--- src/rtl/mmbist_pkg.sv ---
package mmbist_pkg;
  typedef enum logic [1:0] {
    PH_IDLE   = 2'd0,
    PH_RANDOM = 2'd1,
    PH_DETERM = 2'd2
  } phase_e;
endpackage

--- src/rtl/mmbist_lfsr.sv ---
module mmbist_lfsr #(
  parameter int          W    = 5,
  parameter logic [W-1:0] TAPS = 5'b10100,
  parameter logic [W-1:0] SEED = 5'b00001
) (
  input  logic         clk,
  input  logic         rst,
  input  logic         load,
  input  logic         step,
  output logic [W-1:0] state
);
  logic fb;
  assign fb = ^(state & TAPS);

  always_ff @(posedge clk) begin
    if (rst || load) state <= SEED;
    else if (step)   state <= {state[W-2:0], fb};
  end

  // a nonzero seed with a primitive polynomial never reaches zero
  assert_nonzero_state_R3: assert property (@(posedge clk) disable iff (rst)
    state != '0);
endmodule

--- src/rtl/mmbist_decoder.sv ---
module mmbist_decoder #(
  parameter int W = 5
) (
  input  logic [W-1:0] x,
  output logic [W-1:0] y
);
  generate
    if (W == 5) begin : g_ref
      assign y[0] = ~x[4] | x[1];
      assign y[1] = ~x[3];
      assign y[2] = (x[2] & ~x[3]) | (~x[2] & ~x[4]);
      assign y[3] = ~x[0];
      assign y[4] = x[4];
    end else begin : g_generic
      assign y = ~{x[0], x[W-1:1]};
    end
  endgenerate
endmodule

--- src/rtl/mmbist_switch.sv ---
module mmbist_switch #(
  parameter int           W           = 5,
  parameter logic [W-1:0] DIRECT_MASK = 5'b10000
) (
  input  logic [W-1:0] raw,
  input  logic [W-1:0] dec,
  input  logic         det_mode,
  output logic [W-1:0] vec
);
  for (genvar i = 0; i < W; i++) begin : g_bit
    if (DIRECT_MASK[i]) begin : g_wire
      assign vec[i] = raw[i];
    end else begin : g_mux
      assign vec[i] = det_mode ? dec[i] : raw[i];
    end
  end
endmodule

--- src/rtl/mmbist_misr.sv ---
module mmbist_misr #(
  parameter int           W    = 8,
  parameter logic [W-1:0] POLY = 8'h1D
) (
  input  logic         clk,
  input  logic         rst,
  input  logic         clear,
  input  logic         en,
  input  logic [W-1:0] din,
  output logic [W-1:0] sig,
  output logic [W-1:0] sig_next
);
  assign sig_next = {sig[W-2:0], 1'b0} ^ (sig[W-1] ? POLY : '0) ^ din;

  always_ff @(posedge clk) begin
    if (rst || clear) sig <= '0;
    else if (en)      sig <= sig_next;
  end

  // contents move only when a response is being absorbed or on clear
  assert_hold_when_idle_R7: assert property (@(posedge clk) disable iff (rst)
    (!en && !clear) |=> $stable(sig));
endmodule

--- src/rtl/mmbist_ctrl.sv ---
module mmbist_ctrl
  import mmbist_pkg::*;
#(
  parameter int PR_LEN  = 40,
  parameter int DET_LEN = 24
) (
  input  logic clk,
  input  logic rst,
  input  logic start,
  output logic load,
  output logic step,
  output logic det_mode,
  output logic last
);
  localparam int TOTAL = PR_LEN + DET_LEN;
  localparam int CW    = $clog2(TOTAL + 1);
  localparam logic [CW-1:0] PR_END  = CW'(PR_LEN - 1);
  localparam logic [CW-1:0] ALL_END = CW'(TOTAL - 1);

  phase_e        phase_q;
  logic [CW-1:0] cnt_q;
  logic          drain_q;

  assign load     = start && (phase_q == PH_IDLE) && !drain_q;
  assign step     = (phase_q != PH_IDLE);
  assign det_mode = (phase_q == PH_DETERM);
  assign last     = step && (cnt_q == ALL_END);

  always_ff @(posedge clk) begin
    if (rst) begin
      phase_q <= PH_IDLE;
      cnt_q   <= '0;
      drain_q <= 1'b0;
    end else begin
      drain_q <= last;
      if (load) begin
        cnt_q   <= '0;
        phase_q <= PH_RANDOM;
      end else if (step) begin
        cnt_q <= cnt_q + 1'b1;
        if (last)                                         phase_q <= PH_IDLE;
        else if (phase_q == PH_RANDOM && cnt_q == PR_END) phase_q <= PH_DETERM;
      end
    end
  end

  // the deterministic phase never falls back to the random phase
  assert_phase_order_R4: assert property (@(posedge clk) disable iff (rst)
    (phase_q == PH_DETERM) |=> (phase_q != PH_RANDOM));
  // a start request is never honoured during a run
  assert_no_restart_R10: assert property (@(posedge clk) disable iff (rst)
    step |-> !load);
endmodule

--- src/rtl/mmbist_top.sv ---
module mmbist_top #(
  parameter int              PAT_W       = 5,
  parameter int              RESP_W      = 8,
  parameter int              PR_LEN      = 40,
  parameter int              DET_LEN     = 24,
  parameter logic [PAT_W-1:0]  LFSR_TAPS   = 5'b10100,
  parameter logic [PAT_W-1:0]  LFSR_SEED   = 5'b00001,
  parameter logic [PAT_W-1:0]  DIRECT_MASK = 5'b10000,
  parameter logic [RESP_W-1:0] MISR_POLY   = 8'h1D,
  parameter logic [RESP_W-1:0] GOLDEN      = 8'h00
) (
  input  logic              clk,
  input  logic              rst,
  input  logic              start_i,
  output logic [PAT_W-1:0]  pattern_o,
  output logic              pattern_vld_o,
  input  logic [RESP_W-1:0] resp_i,
  output logic              done_o,
  output logic              pass_o,
  output logic [RESP_W-1:0] signature_o
);
  logic              load, step, det_mode, last;
  logic [PAT_W-1:0]  lfsr_state, dec_word, vec;
  logic [RESP_W-1:0] sig, sig_next;
  logic [PAT_W-1:0]  pat_q;
  logic              vld_q, last_q, done_q, pass_q;

  mmbist_ctrl #(.PR_LEN(PR_LEN), .DET_LEN(DET_LEN)) u_ctrl (
    .clk(clk), .rst(rst), .start(start_i),
    .load(load), .step(step), .det_mode(det_mode), .last(last)
  );

  mmbist_lfsr #(.W(PAT_W), .TAPS(LFSR_TAPS), .SEED(LFSR_SEED)) u_lfsr (
    .clk(clk), .rst(rst), .load(load), .step(step), .state(lfsr_state)
  );

  mmbist_decoder #(.W(PAT_W)) u_dec (.x(lfsr_state), .y(dec_word));

  mmbist_switch #(.W(PAT_W), .DIRECT_MASK(DIRECT_MASK)) u_sw (
    .raw(lfsr_state), .dec(dec_word), .det_mode(det_mode), .vec(vec)
  );

  mmbist_misr #(.W(RESP_W), .POLY(MISR_POLY)) u_misr (
    .clk(clk), .rst(rst), .clear(load), .en(vld_q),
    .din(resp_i), .sig(sig), .sig_next(sig_next)
  );

  always_ff @(posedge clk) begin
    if (rst) begin
      pat_q  <= '0;
      vld_q  <= 1'b0;
      last_q <= 1'b0;
    end else begin
      vld_q  <= step;
      last_q <= last;
      if (step) pat_q <= vec;
    end
  end

  always_ff @(posedge clk) begin
    if (rst || load) begin
      done_q <= 1'b0;
      pass_q <= 1'b0;
    end else if (vld_q && last_q) begin
      done_q <= 1'b1;
      pass_q <= (sig_next == GOLDEN);
    end
  end

  assign pattern_o     = pat_q;
  assign pattern_vld_o = vld_q;
  assign done_o        = done_q;
  assign pass_o        = pass_q;
  assign signature_o   = sig;

  // random-phase words are the raw generator state
  assert_raw_word_R3: assert property (@(posedge clk) disable iff (rst)
    (step && !det_mode) |=> (pat_q == $past(lfsr_state)));
  // directly matched bits follow the generator in every phase
  for (genvar i = 0; i < PAT_W; i++) begin : g_direct_chk
    if (DIRECT_MASK[i]) begin : g_on
      assert_direct_bit_R5: assert property (@(posedge clk) disable iff (rst)
        step |=> (pat_q[i] == $past(lfsr_state[i])));
    end
  end
  // no word is presented once the run has finished
  assert_no_word_at_done_R6: assert property (@(posedge clk) disable iff (rst)
    !(done_q && vld_q));
  // the signature is frozen while done is held
  assert_frozen_sig_R8: assert property (@(posedge clk) disable iff (rst)
    (done_q && !load) |=> $stable(sig));
endmodule

--- config.mk ---
export PLATFORM = sky130hd
export DESIGN_NAME = mmbist_top
export DESIGN_NICKNAME = d
export VERILOG_FILES = /design/src/rtl/mmbist_pkg.sv /design/src/rtl/mmbist_lfsr.sv /design/src/rtl/mmbist_decoder.sv /design/src/rtl/mmbist_switch.sv /design/src/rtl/mmbist_misr.sv /design/src/rtl/mmbist_ctrl.sv /design/src/rtl/mmbist_top.sv
export SDC_FILE = /design/constraint.sdc
export NUM_CORES = 1
export LEC_CHECK = 0
export ABC_AREA = 1
export BUFFER_PORTS_ARGS = -buffer_cell sky130_fd_sc_hd__buf_2
export CAP_MARGIN = 25
export CELL_PAD_IN_SITES_DETAIL_PLACEMENT = 1
export CELL_PAD_IN_SITES_GLOBAL_PLACEMENT = 1
export CORE_MARGIN = 1
export CORE_UTILIZATION = 39
export CTS_CLUSTER_DIAMETER = 200
export DETAILED_ROUTE_END_ITERATION = 16
export HOLD_SLACK_MARGIN = 0.03
export PLACE_DENSITY = 0.78
export SLEW_MARGIN = 5
export SYNTH_ARGS = -nofsm -noshare
export SYNTH_HDL_FRONTEND = slang
export SYNTH_SLANG_ARGS = --single-unit
--- constraint.sdc ---
create_clock -name clk -period 1.35 [get_ports clk]
set_input_delay 0.3375 -clock clk [delete_from_list [all_inputs] [get_ports clk]]
set_output_delay 0.3375 -clock clk [all_outputs]
set_load 0.005 [all_outputs]
==> metrics.txt, run 1 <==
DR iter-0 viols 27; RSZ-0062 raised after global routing true; gr usage total 20.1%; DR pass1 iterations 4; Slew headroom 82.2%; row count 21; CTS root buf clkbuf_8; first-pass GRT wire length 6200 microns; MaxCap Viol Count 0; die area 4020 sq um; WL final 3660 microns; GRT Residual Overflow 0; worst hold slack 268 ps; Final Non-Filler Cells 281; Max VDD drop 752 uV; post-DR wirelength/cell 13.0 microns; CTS tree yes; Critical Path Sink Type flop; clk slew on worst S/H paths 70 ps; maximum fanout along the worst path 4; Synth top area share 42.2%; dpl cells 271; initial core utilization 42.4%; most frequent cells in the layout 55 x nand2_1, 27 x dfxtp_1, 26 x inv_1, 26 x buf_2, 17 x a21oi_1; Synthesis Warnings 0; critical path type reg2reg; largest net degree at the start of global routing 13; Min-Delay Path Class in2reg; pwr dens 1110 nW/um^2; post-synthesis sequential area ratio 42.2%; Max Root-Sink Buffers 2; P_leak 0.832 nW; #FFs+latches synth 31; Max Fclk 0.783 GHz; initial antenna violation count 0; CTS H-tree lvls 2; Hold Violations, Final 0; Die Width 63.4 microns; most area-hungry cell type in the Yosys netlist dfxtp_1; Slew Viols, Final 0; worst skew pair latency 290 ps; mapped cell area 1470 sq um; Synth area leaders dfxtp_1 42%, nand2_1 14%, inv_1 6.6%; CTS Sinks 31; IO Pins 27; Final Setup Violations 0; Final ANT Viol Nets 0; placer congestion estimate 0.829; crit path time final 1280 ps; final instance area 1820 sq um; vias per cell 4.79; Final Cycle Share 94.5%; fraction of layout cells with a size suffix above 1 28.1%; DP Worst Slack -6.01 ps; commonest non-fill, non-tap cell in the layout nand2_1; Netlist cell types 27; placed cell areas 1680 sq um; syn_nets 209; CP arrival 1450 ps; fin util 52.6%; syn avg cell area 7.46 sq um; Post-route DRC 0; Fin Setup TNS 0 ps; Nets 246; CTS Buf Count 5; Die Ht 63.4 microns; measured slew at the worst slew-check pin 266 ps; Antenna diodes 0; hpwl dp 2730 microns; status complete, no violations; Post-Route Skew 7.63 ps; vias in the first global route 1,377; Final WS setup 73.6 ps; area grow syn2layout 24.2%; core area 3470 sq um; Worst Path Required 1530 ps; Post-Synthesis Cells 197; type of element launching the critical path flop; IO Port Bufs 26; vias 1,346; Final Power 2.02 mW
==> final timing paths <==
check | startpoint | endpoint | slack (ps) | depth (start not counted)
setup / recovery | u_ctrl.cnt_q[0] | u_ctrl.phase_q[0] | 70 | 8
hold / removal | rst | u_ctrl.drain_q | 270 | 2
setup reg to reg | u_ctrl.cnt_q[0] | u_ctrl.phase_q[0] | 70 | 8
hold reg to reg | u_ctrl.cnt_q[6] | u_ctrl.cnt_q[6] | 480 | 2
==> logic make-up (layout without fill, tap and decap cells) <==
logic type	count (synthesis)	count (layout)	synth area share, %
compound gates	40	40	17.3
xor+xnor	4	4	2.39
fa+ha+maj	1	1	0.852
buf+inv	33	71	9.88
flops	31	31	42.2
simple gates	88	88	27.3
==> cell usage after synthesis <==
master	number
buf_2	2
inv_2	2
nor2_1	14
o221ai_1	1
o21ai_2	3
o21ai_1	2
buf_4	1
nand2_4	1
nand3b_4	1
xnor2_1	3
nand4_1	1
a21oi_1	17
nand3_2	1
o211ai_2	2
nand2_1	55
inv_1	26
dfxtp_1	31
nor2_4	3
nand2_2	1
xor2_1	1
buf_6	2
o21ai_0	9
nor3_1	2
ha_1	1
nand3_1	9
o211a_1	1
a21oi_2	5
==> what timing repair did <==
action,in CTS,in global routing
hold buffers,0,0
buffers inserted,0,2
endpoints found under the hold margin,0,0
pin swaps,0,2
endpoints found under the setup margin,3,4
gates resized for setup,4,4
==> power by group <==
| part | leakage (nW) | internal [mW] | switching, mW |
|---|---|---|---|
| clock | 0.0515 | 0.465 | 0.348 |
| sequential | 0.254 | 0.943 | 0.0298 |
| combinational | 0.527 | 0.0971 | 0.134 |
| total | 0.832 | 1.51 | 0.512 |
==> routing by layer <==
metal	share of wire (%)	vias to the layer above	GRT usage (%)
li1	-	697	-
met1	46	623	24.2
met2	49	22	32.7
met3	3.9	4	6.88
met4	0.76	0	7.39
met5	0	-	0
==> layout make-up <==
class | instances | area, sq um
Multi-Input combinational cell | 133 | 723
Clock buffer | 8 | 100
Timing Repair Buffer | 35 | 210
Fill cell | 466 | 1640
Sequential cell | 31 | 628
Tap cell | 46 | 57.6
Inverter | 28 | 105
==> sequential cells by signal, indices dropped and copies added (netlist names) <==
register        count
u_ctrl.drain_q      1
u_ctrl.phase_q      2
pattern_vld_o       1
u_ctrl.cnt_q        7
u_misr.sig          8
done_o              1
pass_o              1
u_lfsr.state        5
pattern_o           5
==> critical path, stage by stage, from the launching register on <==
cell	delay, ps
dfxtp_4	370
ha_4	140
nand2_1	80
nor2_4	120
nand2_2	80
nor2_4	150
nand3_4	100
nand2_1	70
a21oi_1	60
No activity file was read; power rests on OpenSTA's default activity.
==> run 2: changes to the inputs <==
--- a/config.mk
+++ b/config.mk
@@ -16,6 +16,7 @@
 export DETAILED_ROUTE_END_ITERATION = 16
 export HOLD_SLACK_MARGIN = 0.03
 export PLACE_DENSITY = 0.78
+export REMOVE_ABC_BUFFERS = 1
 export SLEW_MARGIN = 5
 export SYNTH_ARGS = -nofsm -noshare
 export SYNTH_HDL_FRONTEND = slang
==> run 2 against run 1 <==
Effect of this change: total power fell by 3.0%; design area is 0.21% lower; largest power group unchanged; clock power down 8.6%; setup slack worse by 21 ps; first-iteration DRC count rose by 11%; critical path type is now reg2out.
==> metrics.txt, run 2 (synthesis results as in run 1) <==
hpwl dp 2710 microns (was 2730 microns); Final Non-Filler Cells 283 (was 281); MaxCap Viol Count 0 (unchanged); vias in the first global route 1,471 (was 1,377); most frequent cells in the layout 55 x nand2_1, 28 x dfxtp_1, 26 x inv_1, 26 x buf_2, 17 x a21oi_1 (was 55 x nand2_1, 27 x dfxtp_1, 26 x inv_1, 26 x buf_2, 17 x a21oi_1); cell internal pwr 1.44 mW (was 1.51 mW); Slew Viols, Final 0 (unchanged); DR iter-0 viols 30 (was 27); Antenna diodes 0 (unchanged); met3 Use GR 3.80% (was 6.88%); CTS tree yes (unchanged); CTS Buf Count 5 (unchanged); crit path time final 1300 ps (was 1280 ps); Sw Pwr 0.512 mW (about the same); Critical Path Sink Type primary output (was flop); initial antenna violation count 0 (unchanged); fin util 52.5% (was 52.6%); Min-Delay Path Class in2reg (unchanged); dpl cells 272 (was 271); Largest regs u_misr.sig x8, u_ctrl.cnt_q x7 (unchanged); placer congestion estimate 0.788 (was 0.829); status complete, no violations (unchanged); Max Root-Sink Buffers 2 (unchanged); GR Util met2 39.6% (was 32.7%); P_leak 0.838 nW (was 0.832 nW); CP arrival 960 ps (was 1450 ps); type of element launching the critical path flop (unchanged); CTS root buf clkbuf_8 (unchanged); Post-route DRC 0 (unchanged); CTS H-tree lvls 2 (unchanged); worst skew pair latency 280 ps (was 290 ps); Filler cells 456 (was 466); DP Worst Slack 12.4 ps (was -6.01 ps); initial core utilization 42.4% (unchanged); post-DR wirelength/cell 13.2 microns (was 13.0 microns); max FFs per register 8 (unchanged); row count 21 (unchanged); Die Width 63.4 microns (unchanged); Hold-fix buffers, CTS 0 (unchanged); GRT Residual Overflow 0 (unchanged); pwr dens 1070 nW/um^2 (was 1110 nW/um^2); Final Setup Violations 0 (unchanged); Die Ht 63.4 microns (unchanged); gr usage total 20.7% (was 20.1%); vias per cell 4.99 (was 4.79); IO Port Bufs 26 (unchanged); die area 4020 sq um (unchanged); critical path's largest stage delay 500 ps (was 370 ps); fraction of layout cells with a size suffix above 1 28.7% (was 28.1%); Max VDD drop 463 uV (was 752 uV); Post-Route Skew 4.36 ps (was 7.63 ps); clk slew on worst S/H paths 70 ps (about the same); CTS Sinks 31 (unchanged); Comb pwr share 12.3% (was 11.4%); sequential share of power 49.7% (was 48.2%); Max Fclk 0.771 GHz (was 0.783 GHz); switch share 26.2% (was 25.4%); crit path buf inv count 1 (was 0); area grow syn2layout 23.9% (was 24.2%); DR pass1 iterations 4 (unchanged); Slew headroom 79.8% (was 82.2%); vias 1,411 (was 1,346); Final Cycle Share 96.1% (was 94.5%); core area 3470 sq um (unchanged); Final WS setup 52.7 ps (was 73.6 ps); largest net degree at the start of global routing 13 (unchanged); Hold Violations, Final 0 (unchanged); Top reg by flops u_misr.sig (unchanged); commonest non-fill, non-tap cell in the layout nand2_1 (unchanged); gr busiest metal met2 (unchanged); WL final 3730 microns (was 3660 microns); met1 usage 22.2% (was 24.2%); measured slew at the worst slew-check pin 303 ps (was 266 ps); clock power share 38.0% (was 40.3%); maximum fanout along the worst path 8 (was 4); first-pass GRT wire length 6470 microns (was 6200 microns); Top delay family on crit path flip-flops (was simple AND/OR/NAND/NOR gates); Nets 249 (was 246); Worst Path Required 1010 ps (was 1530 ps); Final ANT Viol Nets 0 (unchanged); Cell Chain, Critical Path buf_2 (was ha_4 > nand2_1 > nor2_4 > nand2_2 > nor2_4 > nand3_4 > nand2_1 > a21oi_1); IO Pins 27 (unchanged); critical path type reg2out (was reg2reg); CP max stage cell dfxtp_1 (was dfxtp_4)
-- run 2: cell types whose count changed in the layout (fill, tap and decap cells not counted), sizes merged --
cell / before / now
clkinv: 0 / 1
buf: 35 / 38
clkbuf: 8 / 6
-- run 2: timing repair --
item                       in CTS  in global routing
buffers inserted                0                  4
setup endpoints to repair       1                  4
pin swaps                       0                  3
resized for setup               2                  6
-- run 2: power by group through the flow --
stage	clock [mW]	combinational [mW]	sequential [mW]
after global placement	0	0.221	0.989
after CTS	0.772	0.234	0.972
after global routing	0.807	0.273	0.976
final	0.743	0.240	0.973
after floorplan	0	0.125	0.995
after detailed placement	0	0.232	0.992
-- run 2: final cells by class --
type                    count  area (sq um)  area share, %
multi-input cells         133           723           39.7
repair buffers             38           220           12.1
well taps                  46          57.6           3.16
inverters                  28           108           5.91
flip-flops and latches     31           624           34.3
clock buffers               6          82.6           4.54
clock inverters             1          5.00          0.275
-- run 2: final timing paths --
check	from	to	slack [ps]	cells past startpoint
max	pattern_vld_o	pattern_vld_o	50	1
min	rst	u_ctrl.drain_q	260	2
max reg2reg	u_ctrl.cnt_q[0]	u_ctrl.phase_q[1]	50	7
min reg2reg	u_ctrl.cnt_q[6]	u_ctrl.cnt_q[6]	490	2
-- run 2: metal layers --
layer  vias up  share of wire [%]
li1        703                  -
met1       678                 42
met2        26                 54
met3         4                3.2
met4         0                1.1
met5         -                  0
-- run 2: per-stage QoR --
stage,setup TNS [ps],cell area [sq um],total power [mW],hold slack [ps]
final,0,1820,1.96,265
after floorplan,0,1430,1.12,407
after CTS,0,1770,1.98,263
after detailed placement,0,1680,1.22,474
after global routing,-69.7,1820,2.06,266
after global placement,0,1680,1.21,460
==> run 3: changes to the inputs <==
--- a/config.mk
+++ b/config.mk
@@ -17,6 +17,7 @@
 export HOLD_SLACK_MARGIN = 0.03
 export PLACE_DENSITY = 0.78
 export REMOVE_ABC_BUFFERS = 1
+export SETUP_SLACK_MARGIN = 0.02
 export SLEW_MARGIN = 5
 export SYNTH_ARGS = -nofsm -noshare
 export SYNTH_HDL_FRONTEND = slang
==> constraint.sdc (replaced) <==
create_clock -name clk -period 1.3 [get_ports clk]
set_input_delay 0.325 -clock clk [delete_from_list [all_inputs] [get_ports clk]]
set_output_delay 0.325 -clock clk [all_outputs]
set_load 0.005 [all_outputs]
==> run 3 against run 2 <==
Effect of this change: combinational power increased by 9.2%; total power grew 1.8%; register-to-register slack is essentially flat; clock-buffer cell count is 1 higher; via count down 3.0%; first-iteration DRC count decreased by 27%; flip-flop and latch count is the same; non-clock buffer count rose by 1; routed wire length down 1.0%; clock skew increased by 4.2 ps; critical path type is now reg2reg; largest cell class unchanged.
==> metrics.txt, run 3 (synthesis results as in run 1) <==
Post-route DRC 0 (unchanged); Final Setup Violations 0 (unchanged); max FFs per register 8 (unchanged); CTS Buf Count 5 (unchanged); pwr dens 1080 nW/um^2 (was 1070 nW/um^2); Antenna diodes 0 (unchanged); Slew Viols, Final 0 (unchanged); Final ANT Viol Nets 0 (unchanged); Top delay family on crit path simple AND/OR/NAND/NOR gates (was flip-flops); Hold Violations, Final 0 (unchanged); Die Ht 63.4 microns (unchanged); CP max stage cell dfxtp_2 (was dfxtp_1); Final Power 1.99 mW (was 1.96 mW); CTS root buf clkbuf_8 (unchanged); WL final 3690 microns (was 3730 microns); cells on worst reg2reg path 8 (was 7); Min-Delay Path Class in2reg (unchanged); CP arrival 1420 ps (was 960 ps); MaxCap Viol Count 0 (unchanged); Final Non-Filler Cells 285 (was 283); CTS H-tree lvls 2 (unchanged); GRT Residual Overflow 0 (unchanged); R2R setup slack 40 ps (was 50 ps); CTS tree yes (unchanged); Top reg by flops u_misr.sig (unchanged); crit path buf inv count 0 (was 1); Largest regs u_misr.sig x8, u_ctrl.cnt_q x7 (unchanged); Post-Route Skew 8.60 ps (was 4.36 ps); vias in the first global route 1,445 (was 1,471); placed cell areas 1680 sq um (unchanged); dpl cells 272 (unchanged); RSZ-0062 raised after global routing true; crit path time final 1260 ps; gr usage total 20.6% (was 20.7%); IO Pins 27 (unchanged); critical path's largest stage delay 360 ps (was 500 ps); type of element launching the critical path flop (unchanged); maximum fanout along the worst path 4 (was 8); Final Cycle Share 96.6%; die area 4020 sq um (unchanged); Final WS setup 43.8 ps (was 52.7 ps); placer congestion estimate 0.792 (was 0.788); WHS Endpoint u_ctrl.drain_q (unchanged); clk slew on worst S/H paths 70 ps (about the same); Worst Hold Depth 2 (unchanged); Critical Path Sink Type flop (was primary output); area grow syn2layout 25.9% (was 23.9%); worst r2r src u_ctrl.cnt_q[1] (was u_ctrl.cnt_q[0]); Worst Path Required 1460 ps (was 1010 ps); Hold-fix buffers, CTS 0 (unchanged); first-pass GRT wire length 6450 microns (was 6470 microns); Die Width 63.4 microns (unchanged); Max Root-Sink Buffers 2 (unchanged); hpwl dp 2680 microns (was 2710 microns); fraction of layout cells with a size suffix above 1 31.0% (was 28.7%); WP depth 8 (was 1); worst hold slack 259 ps (was 265 ps); most frequent cells in the layout 53 x nand2_1, 26 x inv_1, 26 x buf_2 (was 55 x nand2_1, 28 x dfxtp_1, 26 x inv_1, 26 x buf_2, 17 x a21oi_1); P_leak 0.857 nW (was 0.838 nW); core area 3470 sq um (unchanged); vias per cell 4.80 (was 4.99); worst skew pair latency 290 ps (was 280 ps); commonest non-fill, non-tap cell in the layout nand2_1 (unchanged); DR iter-0 viols 22 (was 30); Max VDD drop 408 uV (was 463 uV); Nets 250 (was 249); measured slew at the worst slew-check pin 273 ps (was 303 ps); Cell Chain, Critical Path ha_4 > nand2_4 > nor2_4 > nand2_2 > nor2_4 > nand3_4 > nand2_2 > a21oi_1 (was buf_2); CTS Sinks 31 (unchanged); Filler cells 459 (was 456); post-DR wirelength/cell 13.0 microns (was 13.2 microns); DR pass1 iterations 3 (was 4); initial core utilization 42.4% (unchanged); IO Port Bufs 26 (unchanged); initial antenna violation count 0 (unchanged); reg-to-reg endpoint u_ctrl.phase_q[0] (was u_ctrl.phase_q[1]); critical path type reg2reg (was reg2out); Max Fclk 0.796 GHz; min-delay src rst (unchanged); Slew headroom 81.7% (was 79.8%); status complete, no violations (unchanged); final instance area 1850 sq um (was 1820 sq um); DP Worst Slack -70.1 ps (was 12.4 ps); vias 1,368 (was 1,411); largest net degree at the start of global routing 13 (unchanged); row count 21 (unchanged)
==> run 3: final cells by class <==
cell class              instances  area [sq um]  area share (%)
clock buffers                   7          76.3            4.13
clock inverters                 1          5.00           0.271
inverters                      28           110            5.95
multi-input cells             133           736            39.8
flip-flops and latches         31           633            34.2
well taps                      46          57.6            3.11
repair buffers                 39           231            12.5
==> run 3: per-stage QoR <==
| step | setup TNS, ps | util, % |
|---|---|---|
| after global routing | -37.8 | 53.3 |
| final | 0 | 53.3 |
| after detailed placement | -122 | 48.3 |
| after floorplan | 0 | - |
| after global placement | 0 | 48.3 |
| after CTS | 0 | 51.6 |
==> run 3: worst max path at each step <==
stage                      start                 to
2_1_floorplan  u_ctrl.phase_q[0]      u_misr.sig[5]
3_3_place_gp     u_ctrl.cnt_q[0]  u_ctrl.phase_q[0]
3_5_place_dp     u_ctrl.cnt_q[0]  u_ctrl.phase_q[0]
4_1_cts          u_ctrl.cnt_q[0]  u_ctrl.phase_q[0]
5_1_grt          u_ctrl.cnt_q[1]  u_ctrl.phase_q[0]
6_report         u_ctrl.cnt_q[1]  u_ctrl.phase_q[0]
==> run 3: per-layer routing <==
| metal | vias up | part of all wire, % | global-route usage [%] |
|---|---|---|---|
| li1 | 703 | - | - |
| met1 | 637 | 44 | 23.8 |
| met2 | 22 | 51 | 36.0 |
| met3 | 6 | 3.5 | 5.43 |
| met4 | 0 | 1.5 | 7.67 |
| met5 | - | 0 | 0 |
==> run 3: timing repair <==
| item | CTS | global route |
|---|---|---|
| buffers inserted | 1 | 4 |
| resized for setup | 5 | 15 |
| endpoints found under the setup margin | 3 | 13 |
| pin swaps | 2 | 5 |
==> run 3: power breakdown <==
group,internal (mW),switching (mW),total [mW]
registers,0.978,0.0290,1.01
logic,0.111,0.151,0.262
clock network,0.375,0.347,0.722
